===== src/rtl/tmr_pkg.sv =====
package tmr_pkg;
  localparam int BYTE_W = 8;
  localparam int ADDR_W = 3;
  localparam int PRE_W  = 5;
  localparam int MODE_W = 3;
  localparam int NUM_T  = 2;

  typedef enum logic [MODE_W-1:0] {
    MD_13B    = 3'd0,
    MD_16B    = 3'd1,
    MD_RELOAD = 3'd2,
    MD_SPLIT  = 3'd3,
    MD_PWM    = 3'd6
  } tmr_mode_e;

  localparam logic [ADDR_W-1:0] A_CTRL = 3'd0;
  localparam logic [ADDR_W-1:0] A_MODE = 3'd1;
  localparam logic [ADDR_W-1:0] A_LO0  = 3'd2;
  localparam logic [ADDR_W-1:0] A_HI0  = 3'd3;
  localparam logic [ADDR_W-1:0] A_LO1  = 3'd4;
  localparam logic [ADDR_W-1:0] A_HI1  = 3'd5;
  localparam logic [ADDR_W-1:0] A_FLAG = 3'd6;
endpackage


===== src/rtl/tmr_mc_tick.sv =====
module tmr_mc_tick #(
  parameter int CLK_PER_MC = 6
) (
  input  logic clk_i,
  input  logic rst_ni,
  output logic tick_o
);
  generate
    if (CLK_PER_MC <= 1) begin : g_every
      assign tick_o = 1'b1;
    end else begin : g_div
      localparam int CW = $clog2(CLK_PER_MC);
      localparam logic [CW-1:0] LAST = CW'(CLK_PER_MC - 1);
      logic [CW-1:0] cnt_q;

      assign tick_o = (cnt_q == LAST);

      always_ff @(posedge clk_i or negedge rst_ni) begin
        if (!rst_ni)     cnt_q <= '0;
        else if (tick_o) cnt_q <= '0;
        else             cnt_q <= cnt_q + 1'b1;
      end

      // strobes never adjacent
      a_r2_tick_spacing: assert property (@(posedge clk_i) disable iff (!rst_ni)
        tick_o |=> !tick_o);
    end
  endgenerate
endmodule


===== src/rtl/tmr_fall_det.sv =====
module tmr_fall_det (
  input  logic clk_i,
  input  logic rst_ni,
  input  logic tick_i,
  input  logic ext_i,
  output logic fall_o
);
  logic samp_q;

  always_ff @(posedge clk_i or negedge rst_ni) begin
    if (!rst_ni)     samp_q <= 1'b0;
    else if (tick_i) samp_q <= ext_i;
  end

  assign fall_o = tick_i & samp_q & ~ext_i;

  // edge only reported on a strobe with the input low
  a_r3_fall_on_tick: assert property (@(posedge clk_i) disable iff (!rst_ni)
    fall_o |-> (tick_i && !ext_i));
endmodule


===== src/rtl/tmr_core.sv =====
module tmr_core
  import tmr_pkg::*;
#(
  parameter bit IS_T0 = 1'b1
) (
  input  logic              clk_i,
  input  logic              rst_ni,
  input  logic [MODE_W-1:0] mode_i,
  input  logic              cnt_en_i,
  input  logic              hi_en_i,
  input  logic              tog_en_i,
  input  logic              wr_lo_i,
  input  logic              wr_hi_i,
  input  logic [BYTE_W-1:0] wdata_i,
  output logic [BYTE_W-1:0] lo_o,
  output logic [BYTE_W-1:0] hi_o,
  output logic              ovf_o,
  output logic              hi_ovf_o,
  output logic              pin_o
);
  localparam int W13 = BYTE_W + PRE_W;
  localparam int W16 = 2 * BYTE_W;

  logic [BYTE_W-1:0] lo_q, hi_q, lo_d, hi_d;
  logic              ovf, hovf, tog_q;
  logic [W13-1:0]    c13;
  logic [W16-1:0]    c16;
  logic              is_pwm;

  assign is_pwm = (mode_i == MD_PWM);

  always_comb begin
    lo_d = lo_q;
    hi_d = hi_q;
    ovf  = 1'b0;
    hovf = 1'b0;
    c13  = {hi_q, lo_q[PRE_W-1:0]} + W13'(1);
    c16  = {hi_q, lo_q} + W16'(1);
    case (mode_i)
      MD_13B: if (cnt_en_i) begin
        {hi_d, lo_d[PRE_W-1:0]} = c13;
        ovf = &{hi_q, lo_q[PRE_W-1:0]};
      end
      MD_16B: if (cnt_en_i) begin
        {hi_d, lo_d} = c16;
        ovf = &{hi_q, lo_q};
      end
      MD_RELOAD: if (cnt_en_i) begin
        if (&lo_q) begin
          lo_d = hi_q;
          ovf  = 1'b1;
        end else begin
          lo_d = lo_q + 1'b1;
        end
      end
      MD_SPLIT: if (IS_T0) begin
        if (cnt_en_i) begin
          lo_d = lo_q + 1'b1;
          ovf  = &lo_q;
        end
        if (hi_en_i) begin
          hi_d = hi_q + 1'b1;
          hovf = &hi_q;
        end
      end
      MD_PWM: if (cnt_en_i) begin
        lo_d = lo_q + 1'b1;
        ovf  = &lo_q;
      end
      default: ;
    endcase
    if (wr_lo_i) lo_d = wdata_i;
    if (wr_hi_i) hi_d = wdata_i;
  end

  always_ff @(posedge clk_i or negedge rst_ni) begin
    if (!rst_ni) begin
      lo_q  <= '0;
      hi_q  <= '0;
      tog_q <= 1'b0;
    end else begin
      lo_q  <= lo_d;
      hi_q  <= hi_d;
      tog_q <= tog_q ^ (ovf & tog_en_i & ~is_pwm);
    end
  end

  assign lo_o     = lo_q;
  assign hi_o     = hi_q;
  assign ovf_o    = ovf;
  assign hi_ovf_o = hovf;
  assign pin_o    = is_pwm ? (lo_q < hi_q) : tog_q;

  a_r6_reload_value: assert property (@(posedge clk_i) disable iff (!rst_ni)
    (mode_i == MD_RELOAD && cnt_en_i && &lo_q && !wr_lo_i && !wr_hi_i)
      |=> (lo_q == $past(hi_q)));

  a_r5_wrap16: assert property (@(posedge clk_i) disable iff (!rst_ni)
    (mode_i == MD_16B && cnt_en_i && &{hi_q, lo_q} && !wr_lo_i && !wr_hi_i)
      |=> (lo_q == '0 && hi_q == '0));

  a_r9_pin_toggle: assert property (@(posedge clk_i) disable iff (!rst_ni)
    (ovf && tog_en_i && !is_pwm) |=> (tog_q != $past(tog_q)));

  a_r12_undef_hold: assert property (@(posedge clk_i) disable iff (!rst_ni)
    ((mode_i == 3'd4 || mode_i == 3'd5 || mode_i == 3'd7) && !wr_lo_i && !wr_hi_i)
      |=> ($stable(lo_q) && $stable(hi_q)));

  generate
    if (!IS_T0) begin : g_t1_chk
      a_r7_t1_split_hold: assert property (@(posedge clk_i) disable iff (!rst_ni)
        (mode_i == MD_SPLIT && !wr_lo_i && !wr_hi_i)
          |=> ($stable(lo_q) && $stable(hi_q)));
    end
  endgenerate
endmodule


===== src/rtl/tmr_pair.sv =====
module tmr_pair
  import tmr_pkg::*;
#(
  parameter int CLK_PER_MC = 6
) (
  input  logic              clk_i,
  input  logic              rst_ni,
  input  logic [ADDR_W-1:0] bus_addr_i,
  input  logic              bus_we_i,
  input  logic [BYTE_W-1:0] bus_wdata_i,
  output logic [BYTE_W-1:0] bus_rdata_o,
  input  logic [NUM_T-1:0]  cnt_in_i,
  output logic [NUM_T-1:0]  tmr_pin_o
);
  logic                          tick;
  logic [NUM_T-1:0]              run_q, sel_q, tog_q, fall, ovf, hovf;
  logic [NUM_T-1:0]              flag_q, flag_set, flag_mask;
  logic [NUM_T-1:0][MODE_W-1:0]  mode_q;
  logic [NUM_T-1:0][BYTE_W-1:0]  lo, hi;
  logic [NUM_T-1:0][BYTE_W-1:0]  ctrl_nib;

  tmr_mc_tick #(.CLK_PER_MC(CLK_PER_MC)) i_tick (
    .clk_i (clk_i),
    .rst_ni(rst_ni),
    .tick_o(tick)
  );

  for (genvar g = 0; g < NUM_T; g++) begin : g_unit
    localparam logic [ADDR_W-1:0] ALO = A_LO0 + ADDR_W'(2 * g);
    localparam logic [ADDR_W-1:0] AHI = A_HI0 + ADDR_W'(2 * g);
    logic cnt_en;

    tmr_fall_det i_fall (
      .clk_i (clk_i),
      .rst_ni(rst_ni),
      .tick_i(tick),
      .ext_i (cnt_in_i[g]),
      .fall_o(fall[g])
    );

    assign cnt_en = run_q[g] & (sel_q[g] ? fall[g] : tick);

    tmr_core #(.IS_T0(g == 0)) i_core (
      .clk_i   (clk_i),
      .rst_ni  (rst_ni),
      .mode_i  (mode_q[g]),
      .cnt_en_i(cnt_en),
      .hi_en_i (run_q[NUM_T-1] & tick),
      .tog_en_i(tog_q[g]),
      .wr_lo_i (bus_we_i && bus_addr_i == ALO),
      .wr_hi_i (bus_we_i && bus_addr_i == AHI),
      .wdata_i (bus_wdata_i),
      .lo_o    (lo[g]),
      .hi_o    (hi[g]),
      .ovf_o   (ovf[g]),
      .hi_ovf_o(hovf[g]),
      .pin_o   (tmr_pin_o[g])
    );

    assign ctrl_nib[g] = BYTE_W'({tog_q[g], sel_q[g], run_q[g]});
  end

  // split-mode high byte of unit 0 reports through unit 1's flag
  assign flag_set  = ovf | {hovf[0], 1'b0};
  assign flag_mask = (bus_we_i && bus_addr_i == A_FLAG) ? bus_wdata_i[NUM_T-1:0] : '1;

  always_ff @(posedge clk_i or negedge rst_ni) begin
    if (!rst_ni) begin
      run_q  <= '0;
      sel_q  <= '0;
      tog_q  <= '0;
      mode_q <= '0;
      flag_q <= '0;
    end else begin
      flag_q <= (flag_q & flag_mask) | flag_set;
      if (bus_we_i && bus_addr_i == A_CTRL) begin
        for (int t = 0; t < NUM_T; t++) begin
          run_q[t] <= bus_wdata_i[4*t];
          sel_q[t] <= bus_wdata_i[4*t+1];
          tog_q[t] <= bus_wdata_i[4*t+2];
        end
      end
      if (bus_we_i && bus_addr_i == A_MODE) begin
        for (int t = 0; t < NUM_T; t++)
          mode_q[t] <= bus_wdata_i[4*t +: MODE_W];
      end
    end
  end

  always_comb begin
    case (bus_addr_i)
      A_CTRL:  bus_rdata_o = ctrl_nib[0] | (ctrl_nib[1] << 4);
      A_MODE:  bus_rdata_o = BYTE_W'(mode_q[0]) | (BYTE_W'(mode_q[1]) << 4);
      A_LO0:   bus_rdata_o = lo[0];
      A_HI0:   bus_rdata_o = hi[0];
      A_LO1:   bus_rdata_o = lo[1];
      A_HI1:   bus_rdata_o = hi[1];
      A_FLAG:  bus_rdata_o = BYTE_W'(flag_q);
      default: bus_rdata_o = '0;
    endcase
  end

  a_r10_flag_set: assert property (@(posedge clk_i) disable iff (!rst_ni)
    ovf[0] |=> flag_q[0]);

  a_r10_flag_sticky: assert property (@(posedge clk_i) disable iff (!rst_ni)
    (flag_q[1] && !(bus_we_i && bus_addr_i == A_FLAG)) |=> flag_q[1]);
endmodule


===== config.mk =====
export PLATFORM = sky130hd
export DESIGN_NAME = tmr_pair
export DESIGN_NICKNAME = d
export VERILOG_FILES = /design/src/rtl/tmr_pkg.sv /design/src/rtl/tmr_mc_tick.sv /design/src/rtl/tmr_fall_det.sv /design/src/rtl/tmr_core.sv /design/src/rtl/tmr_pair.sv
export SDC_FILE = /design/constraint.sdc
export NUM_CORES = 1
export LEC_CHECK = 0
export BUFFER_PORTS_ARGS = -buffer_cell sky130_fd_sc_hd__buf_2
export CORE_ASPECT_RATIO = 0.6
export CORE_MARGIN = 2
export CORE_UTILIZATION = 40
export DETAILED_ROUTE_END_ITERATION = 8
export PLACE_DENSITY = 0.62
export SYNTH_ARGS = -nofsm -noshare
export SYNTH_HDL_FRONTEND = slang
export SYNTH_SLANG_ARGS = --single-unit

===== constraint.sdc =====
create_clock -name clk_i -period 2.9 [get_ports clk_i]
set_input_delay 0 -clock clk_i [delete_from_list [all_inputs] [get_ports clk_i]]
set_output_delay 0 -clock clk_i [all_outputs]
set_load 0.05 [all_outputs]

== Yosys cells after proc, flatten, opt, wreduce, memory -nomap -nowiden ==
Index checks and enable logic that the tools add are counted.
Word-level totals
  output and inout bits: 10
  flip-flop bits (word level): 53
  word-level logic and storage cells: 152
Cells by class
  add/subtract/negate cells: 8
  bitwise operators: 22
  $lt $le $gt $ge: 2
  mux-type cells: 46
  reduce and logical (&&, ||, !) cells: 30
  equal/unequal tests: 27
Operator list (number)
  8-bit two-way mux: 17
  8-bit one-hot mux with 7 select lines: 1
  5-bit one-hot mux with 4 select lines: 2
  3-bit by 2-bit inequality test with 1-bit output, second input constant: 11
  16-bit by 1-bit adder with 16-bit output, second input constant: 2
  16-bit AND reduction: 2
  13-bit by 1-bit adder with 13-bit output, second input constant: 2
  13-bit AND reduction: 2
  8-bit by 1-bit adder with 8-bit output, second input constant: 3
  8-bit one-hot mux with 3 select lines: 1
  8-bit AND reduction: 3
  3-bit == test, second input constant: 6
  3-bit one-hot mux with 3 select lines: 2
  8-bit less-than comparator: 2
  1-bit two-way mux: 16
  8-bit one-hot mux with 2 select lines: 1
  3-bit by 2-bit == test with 1-bit output, second input constant: 5
  3-bit by 7-bit OR with 7-bit output: 2
  4-bit AND reduction: 3
  4-bit nonzero test: 3
  1-bit bitwise AND: 11
  5-bit two-way mux: 2
  5-bit AND reduction: 2
  5-bit nonzero test: 2
  other kinds (15): 32

== Longest topological paths before layout ==
Gate-level depths: netlist (run 1).
  depth after elaboration: 10
  mapped depth: 8
  gate-level depth less buffers: 8

== Cells and area by module ==
Synthesis (run 1) repeated with hierarchy kept, for this count alone.
Second synthesis, totals
  cells, all modules: 458
  area total of the unflattened synthesis: 4110.2 um2
Modules (own cells, without submodules)
  tmr_core (g_unit[0].i_core): cells each 185, instances 1, area each 1496.4 um2
  tmr_core (g_unit[1].i_core): cells each 164, instances 1, area each 1372.6 um2
  tmr_pair: cells each 93, instances 1, area each 1024.7 um2
  tmr_mc_tick: cells each 10, instances 1, area each 116.4 um2
  tmr_fall_det: cells each 3, instances 2, area each 50.0 um2

== Worst setup path before layout (run 1) ==
Ideal clock, no wire load.
  path type: register -> register
  start: register g_unit[0].i_core.lo_q[0]
  end: register g_unit[0].i_core.lo_q[0]
  clock period less this slack: 1.976 ns
  stages on the path, launching flop included: 8
  setup slack: 0.924 ns
  buffers on the path: 1
  arrival time: 1.832 ns
  required time: 2.756 ns
  cell sequence: dfrtp_1 ha_1 nand4_2 or4_1 buf_2 nor3b_1 a221oi_2 o21ai_1
On the way
  cells in the longest elaborated chain, start to end: 5
RTL lines
  start: declaration: line tmr_core.sv:24  | logic [BYTE_W-1:0] lo_q, hi_q, lo_d, hi_d;
  start signal: assignment: line tmr_core.sv:82  | lo_q <= lo_d;
  8-bit by 1-bit adder with 8-bit output / 8-bit AND reduction (equally long branches)
  8-bit two-way mux: line tmr_core.sv:49  | if (&lo_q) begin
  8-bit two-way mux: line tmr_core.sv:48  | MD_RELOAD: if (cnt_en_i) begin
  5-bit one-hot mux with 4 select lines *: line tmr_core.sv:39  | case (mode_i)
  8-bit two-way mux *: line tmr_core.sv:72  | if (wr_lo_i) lo_d = wdata_i;
Every way passes the cells marked *; elsewhere a longest branch is shown, timed or not. The select of a mux whose other input is x is not followed.
A chain may end at the register's enable or synchronous reset.

== Final worst setup path (run 1) ==
  start: register g_unit[0].i_core.lo_q[1]
  end: register g_unit[0].i_core.lo_q[1]
Same word-level chain as after synthesis.

==> results_dict.tcl, run 1 <==
set metrics [dict create \
    avgRoutedWirePerCell_um 20.2 \
    clock_pin_slew_on_the_worst_setup_and_hold_paths_ns 0.07 \
    synth_top_flop_cell "dfrtp_1" \
    wire_length_of_the_first_global_routing_pass_mm 20.0 \
    critical_path.endpoint_type "flop" \
    vias_per_cell 6.06 \
    yosys-top-cells-count "53 x dfrtp_1, 48 x nand2_1, 45 x nor2_1, 32 x a21oi_1, 22 x inv_1" \
    grt_use_total_pct 24.3 \
    yosys.area.top_type "dfrtp_1" \
    floorplan.initialDensity_pct 41.0 \
    tritoncts.num_buffers 5 \
    layout.cells.non_filler 623 \
    row_cnt 28 \
    yosysWarnings 0 \
    cts_tree "yes" \
    fp.dieArea_um2 10900 \
    max_clock_freq_ghz 0.423 \
    synth_top_cells_by_area "dfrtp_1 33%, ha_1 5.9%, nand2_1 4.5%" \
    cts_hold_buf 4 \
    mapped_cell_area_um2 4030 \
    synth_seq_cells 53 \
    post_cts_resize_count 0 \
    setup_viol 0 \
    synth_enable_flop_cells 0 \
    n_fill_cell 981 \
    status "finished, final reports clean" \
    ctsHtreeMaxLevel 2 \
    core_area_um2 9840 \
    rsz0062_at_grt "no" \
    die-width_um 134 \
    post-route-period-util_pct 81.5 \
    cell_leakage_power_nw 1.90 \
    timing.rr.start "g_unit[0].i_core.lo_o[1]" \
    port-buffer-count 25 \
    antenna_found_initial 0 \
    post-cts-setup-buffer-count 0 \
    critical_path_required_ns 3.05 \
    synth.avg_cell_area_um2 8.66 \
    drt.antenna.violating_nets 0 \
    postLayoutCellArea_um2 4480 \
    irDropWorstVdd_v 0.000300 \
    clock_tree.root_cell "clkbuf_16" \
    dpl_wire_length_mm 9.57 \
    worst_ep_arrival_time_ns 2.51 \
    antenna_cells_inserted 0 \
    grt_max_degree 37 \
    timing.final.hold_violations 0 \
    hold_depth 3 \
    globalplace.congestion 0.946 \
    clock_path_buffers 2 \
    critical_path.max_fanout 9 \
    cellPowerDensity_nw_per_um2 667 \
    slew_at_the_pin_with_the_worst_max_slew_slack_ns 0.998 \
    worstSetupStartpoint "g_unit[0].i_core.lo_o[1]" \
    min_path_type "primary input to flop" \
    worst-r2r-setup-slack_ns 0.54 \
    synthMostInstantiatedCell "dfrtp_1" \
    netlist-cell-type-count 75 \
    chipHeight_um 81.8 \
    drtIter0Drc 528 \
    async_flop_share_pct 100 \
    grt_pass1_vias 3464 \
    tns_ns 0 \
    period_minus_slack_ns 2.36 \
    maxCapViolCount 0 \
    worst_clock_skew_ns 0.00890 \
    syn-num-nets 501 \
    start_kind "flop" \
    place_area_um2 4270 \
    via_count 3773 \
    finalWirelength_mm 12.6 \
    synthDominantCellAreaShare_pct 32.9 \
    drt_drc_violations_left 0 \
    reg2reg_to "g_unit[0].i_core.lo_o[1]" \
    timing.reg2reg.worst_path_depth 7 \
    critPathKind "flop to flop" \
    io-pin-count 26 \
    area_growth_pct 11.2 \
    worst_slew_margin_rel_pct 33.2 \
    cts.sink_count 53 \
    finalMaxSlewViolations 0 \
    finalHoldWorstSlack_ns 0.00392 \
    ys_seq_area_share_pct 32.9 \
    timing.hold.worst.start "bus_wdata_i[3]" \
    nNetsFinal 522 \
    fin_util_pct 45.6 \
    grt-ovfl-total 0 \
    clk-insertion-delay-late_ns 0.30 \
    holdPathEnd "g_unit[0].i_core.hi_o[3]" \
    dp.cells 611 \
    syn-instance-count 466 \
    detail_route.first_pass.iterations 5 \
    post_route_cells_drive_above_1_share_pct 15.4 \
]
==> how the worst max path moves through the flow <==
stage	to	slack (ns)	cells after the start
floorplan	g_unit[0].i_core.lo_o[0]	0.92	7
global placement	g_unit[0].i_core.lo_o[0]	0.70	6
detailed placement	g_unit[0].i_core.lo_o[0]	0.60	6
CTS	tmr_pin_o[0]	0.56	8
global route	tmr_pin_o[0]	0.40	8
finish	g_unit[0].i_core.lo_o[1]	0.54	7
==> through the flow <==
step / worst slack [ns] / total power, W
3_5_place_dp: 0.595 / 0.00224
2_1_floorplan: 0.924 / 0.00189
6_report: 0.536 / 0.00299
4_1_cts: 0.559 / 0.00297
3_3_place_gp: 0.696 / 0.00221
5_1_grt: 0.400 / 0.00317
==> flip-flops by register name, summed over array words and instances, names as in the netlist, 3 cells and up <==
register,flops
mode_q,6
i_tick.g_div.cnt_q,3
g_unit.i_core.hi_o,16
g_unit.i_core.lo_o,16
==> power by group <==
part / leakage, nW / internal, W / switching [W]
clock network: 0.0841 / 0.000433 / 0.000287
registers: 0.643 / 0.000897 / 0.000317
logic: 1.17 / 0.000441 / 0.000618
==> layer usage <==
metal	GRT usage (%)	vias to the layer above	wire (um)
met5	0	-	0
met4	4.79	0	130
met3	7.16	15	1380
met2	32.4	192	4770
met1	38.0	1825	6290
li1	-	1741	-
==> placed cells by master (no fill, tap or decap), drive strengths merged, types with 13 or more instances in the layout <==
master  count
dfrtp      53
nand2      49
nor2       45
o21ai      41
a21oi      34
buf        30
inv        22
ha         19
mux2       15
mux2i      13
xnor2      13
==> logic make-up after synthesis <==
family | share of synthesized area (%)
multiplexers | 8.53
AND/OR/NAND/NOR | 23.0
flip-flops | 32.9
adder cells (fa/ha/maj) | 5.89
XOR/XNOR | 3.91
buffers and inverters | 4.50
AO/OA/AOI/OAI | 21.2
==> worst max-delay path: stages (launching register included) <==
cell	delay [ns]
dfrtp_1	0.45
ha_1	0.27
nand4_2	0.27
or4_1	0.74
mux2i_1	0.22
nor2_1	0.05
a21oi_1	0.13
o21ai_1	0.08
==> final cells by class <==
class / count / area, um^2 / share of cell area (%)
clock buffers: 7 / 143 / 3.18
multi-input cells: 371 / 2530 / 56.4
well taps: 135 / 169 / 3.77
clock inverters: 1 / 30.0 / 0.670
flip-flops and latches: 53 / 1330 / 29.6
repair buffers: 34 / 203 / 4.52
inverters: 22 / 82.6 / 1.84
(Power assumes the default switching activity.)
==> run 2, diff against run 1 <==
--- a/config.mk
+++ b/config.mk
@@ -5,12 +5,13 @@
 export SDC_FILE = /design/constraint.sdc
 export NUM_CORES = 1
 export LEC_CHECK = 0
+export ABC_AREA = 1
 export BUFFER_PORTS_ARGS = -buffer_cell sky130_fd_sc_hd__buf_2
 export CORE_ASPECT_RATIO = 0.6
 export CORE_MARGIN = 2
 export CORE_UTILIZATION = 40
 export DETAILED_ROUTE_END_ITERATION = 8
-export PLACE_DENSITY = 0.62
+export PLACE_DENSITY = 0.61
 export SYNTH_ARGS = -nofsm -noshare
 export SYNTH_HDL_FRONTEND = slang
 export SYNTH_SLANG_ARGS = --single-unit
==> constraint.sdc (replaced) <==
create_clock -name clk_i -period 2.4 [get_ports clk_i]
set_input_delay 0 -clock clk_i [delete_from_list [all_inputs] [get_ports clk_i]]
set_output_delay 0 -clock clk_i [all_outputs]
set_load 0.05 [all_outputs]
==> results_dict.tcl, run 2 <==
set metrics [dict create \
    fin_ws_ns 0.114 \
    timing.critical_path.cells "inv_1, ha_1, a21oi_1, a21oi_1, nand3b_1, nand2_1, buf_2" \
    drt_drc_violations_left 0 \
    area_growth_pct 11.7 \
    rsz0062_at_grt "no" \
    setup_viol 0 \
    dpl_wire_length_mm 13.6 \
    drt.antenna.violating_nets 0 \
    fp.dieArea_um2 12500 \
    yosys-top-cells-count "227 x nand2_1, 80 x inv_1, 78 x nand3_1, 57 x nor2_1, 53 x dfrtp_1" \
    globalRouteMet2Util_pct 33.7 \
    detail_route.first_pass.iterations 6 \
    start_kind "flop" \
    postLayoutCellArea_um2 5200 \
    cts.sink_count 53 \
    drtIter0Drc 600 \
    async_flop_share_pct 100 \
    post_route_cells_drive_above_1_share_pct 13.5 \
    row_cnt 30 \
    yosysWarnings 0 \
    slew_at_the_pin_with_the_worst_max_slew_slack_ns 0.555 \
    finalMaxSlewViolations 0 \
    globalRoute.busiestLayer "met1" \
    port-buffer-count 25 \
    die-width_um 143 \
    netlist-cell-type-count 34 \
    avgRoutedWirePerCell_um 18.3 \
    tns_ns 0 \
    syn-instance-count 730 \
    finalHoldWorstSlack_ns 0.0302 \
    synth_top_cells_by_area "dfrtp_1 28%, nand2_1 18%, nand3_1 8.4%" \
    status "finished, final reports clean" \
    critPathKind "flop to primary output" \
    io-pin-count 26 \
    tritoncts.num_buffers 5 \
    critical_path_required_ns 2.40 \
    clock_path_buffers 2 \
    grt_use_total_pct 27.8 \
    globalplace.congestion 1.00 \
    critical_path.most_common_cell "a21oi_1" \
    cell_leakage_power_nw 2.54 \
    timing.final.hold_violations 0 \
    leading_cell_types_in_the_layout_fill_and_taps_excluded "227 x nand2_1, 80 x inv_1, 78 x nand3_1" \
    maxCapViolCount 0 \
    critical_path.endpoint_type "primary output" \
    antenna_found_initial 0 \
    syn-num-nets 765 \
    mapped_cell_area_um2 4660 \
    fraction_of_met3_tracks_used_by_global_routing_pct 12.6 \
    vias_per_cell 5.59 \
    synth.avg_cell_area_um2 6.38 \
    synth_top_flop_cell "dfrtp_1" \
    worst_ep_arrival_time_ns 2.29 \
    grt_pass1_vias 4624 \
    place_area_um2 4970 \
    period_minus_slack_ns 2.29 \
    post_cts_resize_count 0 \
    yosys.area.top_type "dfrtp_1" \
    cellPowerDensity_nw_per_um2 900 \
    synthMostInstantiatedCell "nand2_1" \
    synth_seq_cells 53 \
    grt_util_met1_pct 43.6 \
    clock_pin_slew_on_the_worst_setup_and_hold_paths_ns 0.08 \
    antenna_cells_inserted 0 \
    irDropWorstVdd_v 0.000374 \
    post-route-period-util_pct 95.2 \
    worst_clock_skew_ns 0.00757 \
    floorplan.initialDensity_pct 41.1 \
    critical_path.max_stage_delay_ns 0.57 \
    wire_length_of_the_first_global_routing_pass_mm 26.2 \
    nNetsFinal 799 \
    critical_path.max_fanout 8 \
    worst_slew_margin_rel_pct 63.0 \
    finalWirelength_mm 16.9 \
    clock_tree.root_cell "clkbuf_16" \
    cts_tree "yes" \
    max_clock_freq_ghz 0.438 \
    min_path_type "primary input to flop" \
    grt-ovfl-total 0 \
    placement.setup.worst_slack_ns 0.452 \
    core_area_um2 11300 \
    via_count 5169 \
    layout_commonest_cell "nand2_1" \
    ys_seq_area_share_pct 28.5 \
    clk-insertion-delay-late_ns 0.30 \
    grt_max_degree 43 \
    critical_path_cell_with_the_highest_stage_delay "dfrtp_1" \
    synth_enable_flop_cells 0 \
    synthDominantCellAreaShare_pct 28.5 \
    ctsHtreeMaxLevel 2 \
    chipHeight_um 87.6 \
]
## run 2: cell types whose count changed in the layout (fill, tap and decap cells not counted), sizes merged, moves of 8 or more
cell    previous run  this run
nand2             49       240
inv               22       104
nand3             11        80
nor2              45        78
mux2              15         0
mux2i             13         0
xnor2             13         1
o22ai              3        14
o21ai             41        51
nand2b             8         0
## run 2: report_power, final
part / internal [W] / switching, W
sequential: 0.00114 / 0.000531
clock: 0.000502 / 0.000358
combinational: 0.000718 / 0.00143
## run 2: worst max-delay path: cells and delay by family, from the launching register on
kind | cells | cell delay (ns)
flops | 1 | 0.57
buf+inv | 2 | 0.53
fa+ha+maj | 1 | 0.36
compound gates | 2 | 0.22
simple gates | 2 | 0.29
## run 2: path summary, 6_finish.rpt
| path | from | endpoint | slack (ns) | depth (start not counted) |
|---|---|---|---|---|
| setup / recovery | g_unit[0].i_core.hi_o[3] | tmr_pin_o[0] | 0.11 | 7 |
| hold / removal | bus_wdata_i[6] | g_unit[0].i_core.lo_o[6] | 0.03 | 5 |
| setup reg to reg | g_unit[1].i_core.lo_o[0] | g_unit[1].i_core.lo_o[5] | 0.36 | 9 |
| hold reg to reg | i_tick.g_div.cnt_q[0] | i_tick.g_div.cnt_q[0] | 0.48 | 1 |
| max in group asynchronous | rst_ni | g_unit[0].i_core.lo_o[0] | 1.44 | 3 |
| min in group asynchronous | rst_ni | i_tick.g_div.cnt_q[2] | 0.10 | 2 |
## run 2: routing by layer
layer / up-vias / routed length (um)
met5: - / 0
met4: 0 / 180
met3: 24 / 2580
met2: 313 / 5870
met1: 2377 / 8250
li1: 2455 / -
## run 2: cells by family after synthesis
group                      after synthesis  synth area share [%]
adders and majority gates               19                  5.11
and+or+nand+nor                        423                  41.4
AOI/OAI and AO/OA                      114                  13.9
buffers and inverters                  113                  9.59
DFF                                     53                  28.5
xor gates and xnor gates                 8                  1.51
## run 2: through the flow
stage	total power, W	cells	util (%)
2_1_floorplan	0.00296	730	-
3_3_place_gp	0.00372	911	43.8
3_5_place_dp	0.00372	911	43.8
4_1_cts	0.00460	925	45.9
5_1_grt	0.00500	925	45.9
6_report	0.00468	925	45.9
## run 2: area by class of cell
| cell class | instances | area (um^2) |
|---|---|---|
| clock buffer | 5 | 125 |
| tap | 160 | 200 |
| inverter | 103 | 387 |
| timing repair buffer | 37 | 230 |
| fill | 1235 | 6130 |
| clock inverter | 3 | 50.0 |
| sequential | 53 | 1330 |
| multi-input combinational | 564 | 2880 |
## run 2: timing repair
item                                   4_1_cts  5_1_grt
endpoints found under the hold margin       16        0
hold buffers                                 6        0
setup buffers                                0        0
==> run 3, diff against run 2 <==
==> constraint.sdc (replaced) <==
create_clock -name clk_i -period 2.4 [get_ports clk_i]
set_input_delay 0 -clock clk_i [delete_from_list [all_inputs] [get_ports clk_i]]
set_output_delay 0 -clock clk_i [all_outputs]
set_load 0.1 [all_outputs]
==> results_dict.tcl, run 3 (same netlist as run 2, synthesis figures left out) <==
set metrics [dict create \
    fin_util_pct 45.8 \
    max_clock_freq_ghz 0.438 \
    timing.hold.worst.start "bus_wdata_i[6]" \
    timing.reg2reg.worst_path_depth 9 \
    tns_ns 0 \
    finalWirelength_mm 17.4 \
    grt_use_total_pct 29.4 \
    post-route-period-util_pct 95.1 \
    placement.setup.worst_slack_ns 0.380 \
    critical_path_required_ns 2.40 \
    reg2reg_to "g_unit[1].i_core.lo_o[2]" \
    cts_tree "yes" \
    status "finished, final reports clean" \
    ctsHtreeMaxLevel 2 \
    postLayoutCellArea_um2 5190 \
    grt-ovfl-total 0 \
    post_route_cells_drive_above_1_share_pct 13.7 \
    area_growth_pct 11.4 \
    holdPathEnd "g_unit[0].i_core.lo_o[6]" \
    grt_max_degree 21 \
    rsz0062_at_grt "no" \
    layout_commonest_cell "nand2_1" \
    nNetsFinal 800 \
    core_area_um2 11300 \
    setup_viol 0 \
    critical_path.max_fanout 7 \
    clock_path_buffers 2 \
    chipHeight_um 87.6 \
    timing.critical_path.cells "inv_1, ha_1, a21oi_1, o21a_1, nand3b_1, nand2_1, clkbuf_4" \
    irDropWorstVdd_v 0.000400 \
    period_minus_slack_ns 2.28 \
    grt_pass1_vias 4769 \
    finalMaxSlewViolations 0 \
    timing.rr.start "g_unit[1].i_core.lo_o[0]" \
    worst_slew_margin_rel_pct 65.8 \
    cts.sink_count 53 \
    fin_ws_ns 0.117 \
    critical_path.endpoint_type "primary output" \
    die-width_um 143 \
    start_kind "flop" \
    clock_pin_slew_on_the_worst_setup_and_hold_paths_ns 0.08 \
    hold_depth 5 \
    avgRoutedWirePerCell_um 18.8 \
    floorplan.initialDensity_pct 41.1 \
    maxCapViolCount 0 \
    min_path_type "primary input to flop" \
    worst_clock_skew_ns 0.00996 \
    drt_drc_violations_left 0 \
    globalplace.congestion 1.03 \
    timing.final.hold_violations 0 \
    dpl_wire_length_mm 14.1 \
    worst_ep_arrival_time_ns 2.28 \
    wire_length_of_the_first_global_routing_pass_mm 27.6 \
    critPathKind "flop to primary output" \
    slew_at_the_pin_with_the_worst_max_slew_slack_ns 0.517 \
    antenna_cells_inserted 0 \
    clock_tree.root_cell "clkbuf_16" \
    antenna_found_initial 0 \
    detail_route.first_pass.iterations 5 \
    via_count 5231 \
    port-buffer-count 25 \
    clk-insertion-delay-late_ns 0.30 \
    drtIter0Drc 796 \
    io-pin-count 26 \
    drt.antenna.violating_nets 0 \
    critical_path_cell_with_the_highest_stage_delay "dfrtp_1" \
    tritoncts.num_buffers 5 \
    worst-r2r-setup-slack_ns 0.29 \
    row_cnt 30 \
    place_area_um2 4980 \
    vias_per_cell 5.65 \
    cellPowerDensity_nw_per_um2 916 \
    cell_leakage_power_nw 2.53 \
    leading_cell_types_in_the_layout_fill_and_taps_excluded "227 x nand2_1, 80 x inv_1, 78 x nand3_1" \
    finalHoldWorstSlack_ns 0.0143 \
    fp.dieArea_um2 12500 \
    critical_path.max_stage_delay_ns 0.52 \
]
## run 3: changes by cell type in the layout (fill, tap and decap cells not counted)
cell	change
clkinvlp_4	+1
clkbuf_4	+1
dlygate4sd3_1	-1
inv_6	+1
clkbuf_8	+1
bufinv_16	-1
buf_4	+2
clkinv_4	-1
buf_2	-1
inv_8	-1
## run 3: timing repair
item	4_1_cts	5_1_grt
hold endpoints to repair	22	0
setup buffers	0	0
hold buffers	5	0
setup endpoints to repair	0	1
gates resized for setup	0	1
## run 3: critical path, delay by kind of cell (launching register included)
family / cells / cell delay, ns
compound gates: 2 / 0.31
fa+ha+maj: 1 / 0.39
buf+inv: 2 / 0.59
flops: 1 / 0.52
simple gates: 2 / 0.18
## run 3: report_power, final
group / total (W) / switching [W] / leakage [nW] / internal, W
Sequential: 0.00168 / 0.000542 / 0.667 / 0.00114
Clock: 0.000780 / 0.000360 / 0.0735 / 0.000420
Combinational: 0.00229 / 0.00157 / 1.79 / 0.000715
Total: 0.00475 / 0.00248 / 2.53 / 0.00227
## run 3: metal layers
metal	vias up	wire length [um]	share of wire, %	global-route usage (%)
li1	2457	-	-	-
met1	2435	8680	50	47.6
met2	311	5960	34	35.3
met3	28	2470	14	11.7
met4	0	295	1.7	5.08
met5	-	0	0	0
## run 3: worst max path at each step
| stage | depth (start not counted) | slack, ns | from | endpoint |
|---|---|---|---|---|
| 3_5_place_dp | 7 | 0.38 | g_unit[0].i_core.hi_o[7] | tmr_pin_o[0] |
| 6_report | 7 | 0.12 | g_unit[0].i_core.hi_o[7] | tmr_pin_o[0] |
| 4_1_cts | 7 | 0.05 | g_unit[0].i_core.hi_o[7] | tmr_pin_o[0] |
| 2_1_floorplan | 3 | 0.31 | g_unit[0].i_core.hi_o[3] | bus_rdata_o[3] |
| 3_3_place_gp | 7 | 0.34 | g_unit[0].i_core.hi_o[7] | tmr_pin_o[0] |
| 5_1_grt | 7 | 0.03 | g_unit[0].i_core.hi_o[7] | tmr_pin_o[0] |
## run 3: area by class of cell
cell class,count,area (um^2)
clock buffers,6,139
clock inverters,2,16.3
fillers,1209,6150
inverters,103,387
multi-input cells,564,2880
flip-flops and latches,53,1330
well taps,160,200
repair buffers,38,238
## run 3: per-stage QoR
stage               power [W]  cells
floorplan             0.00311    730
global placement      0.00388    913
detailed placement    0.00387    913
CTS                   0.00467    926
global route          0.00508    926
finish                0.00475    926
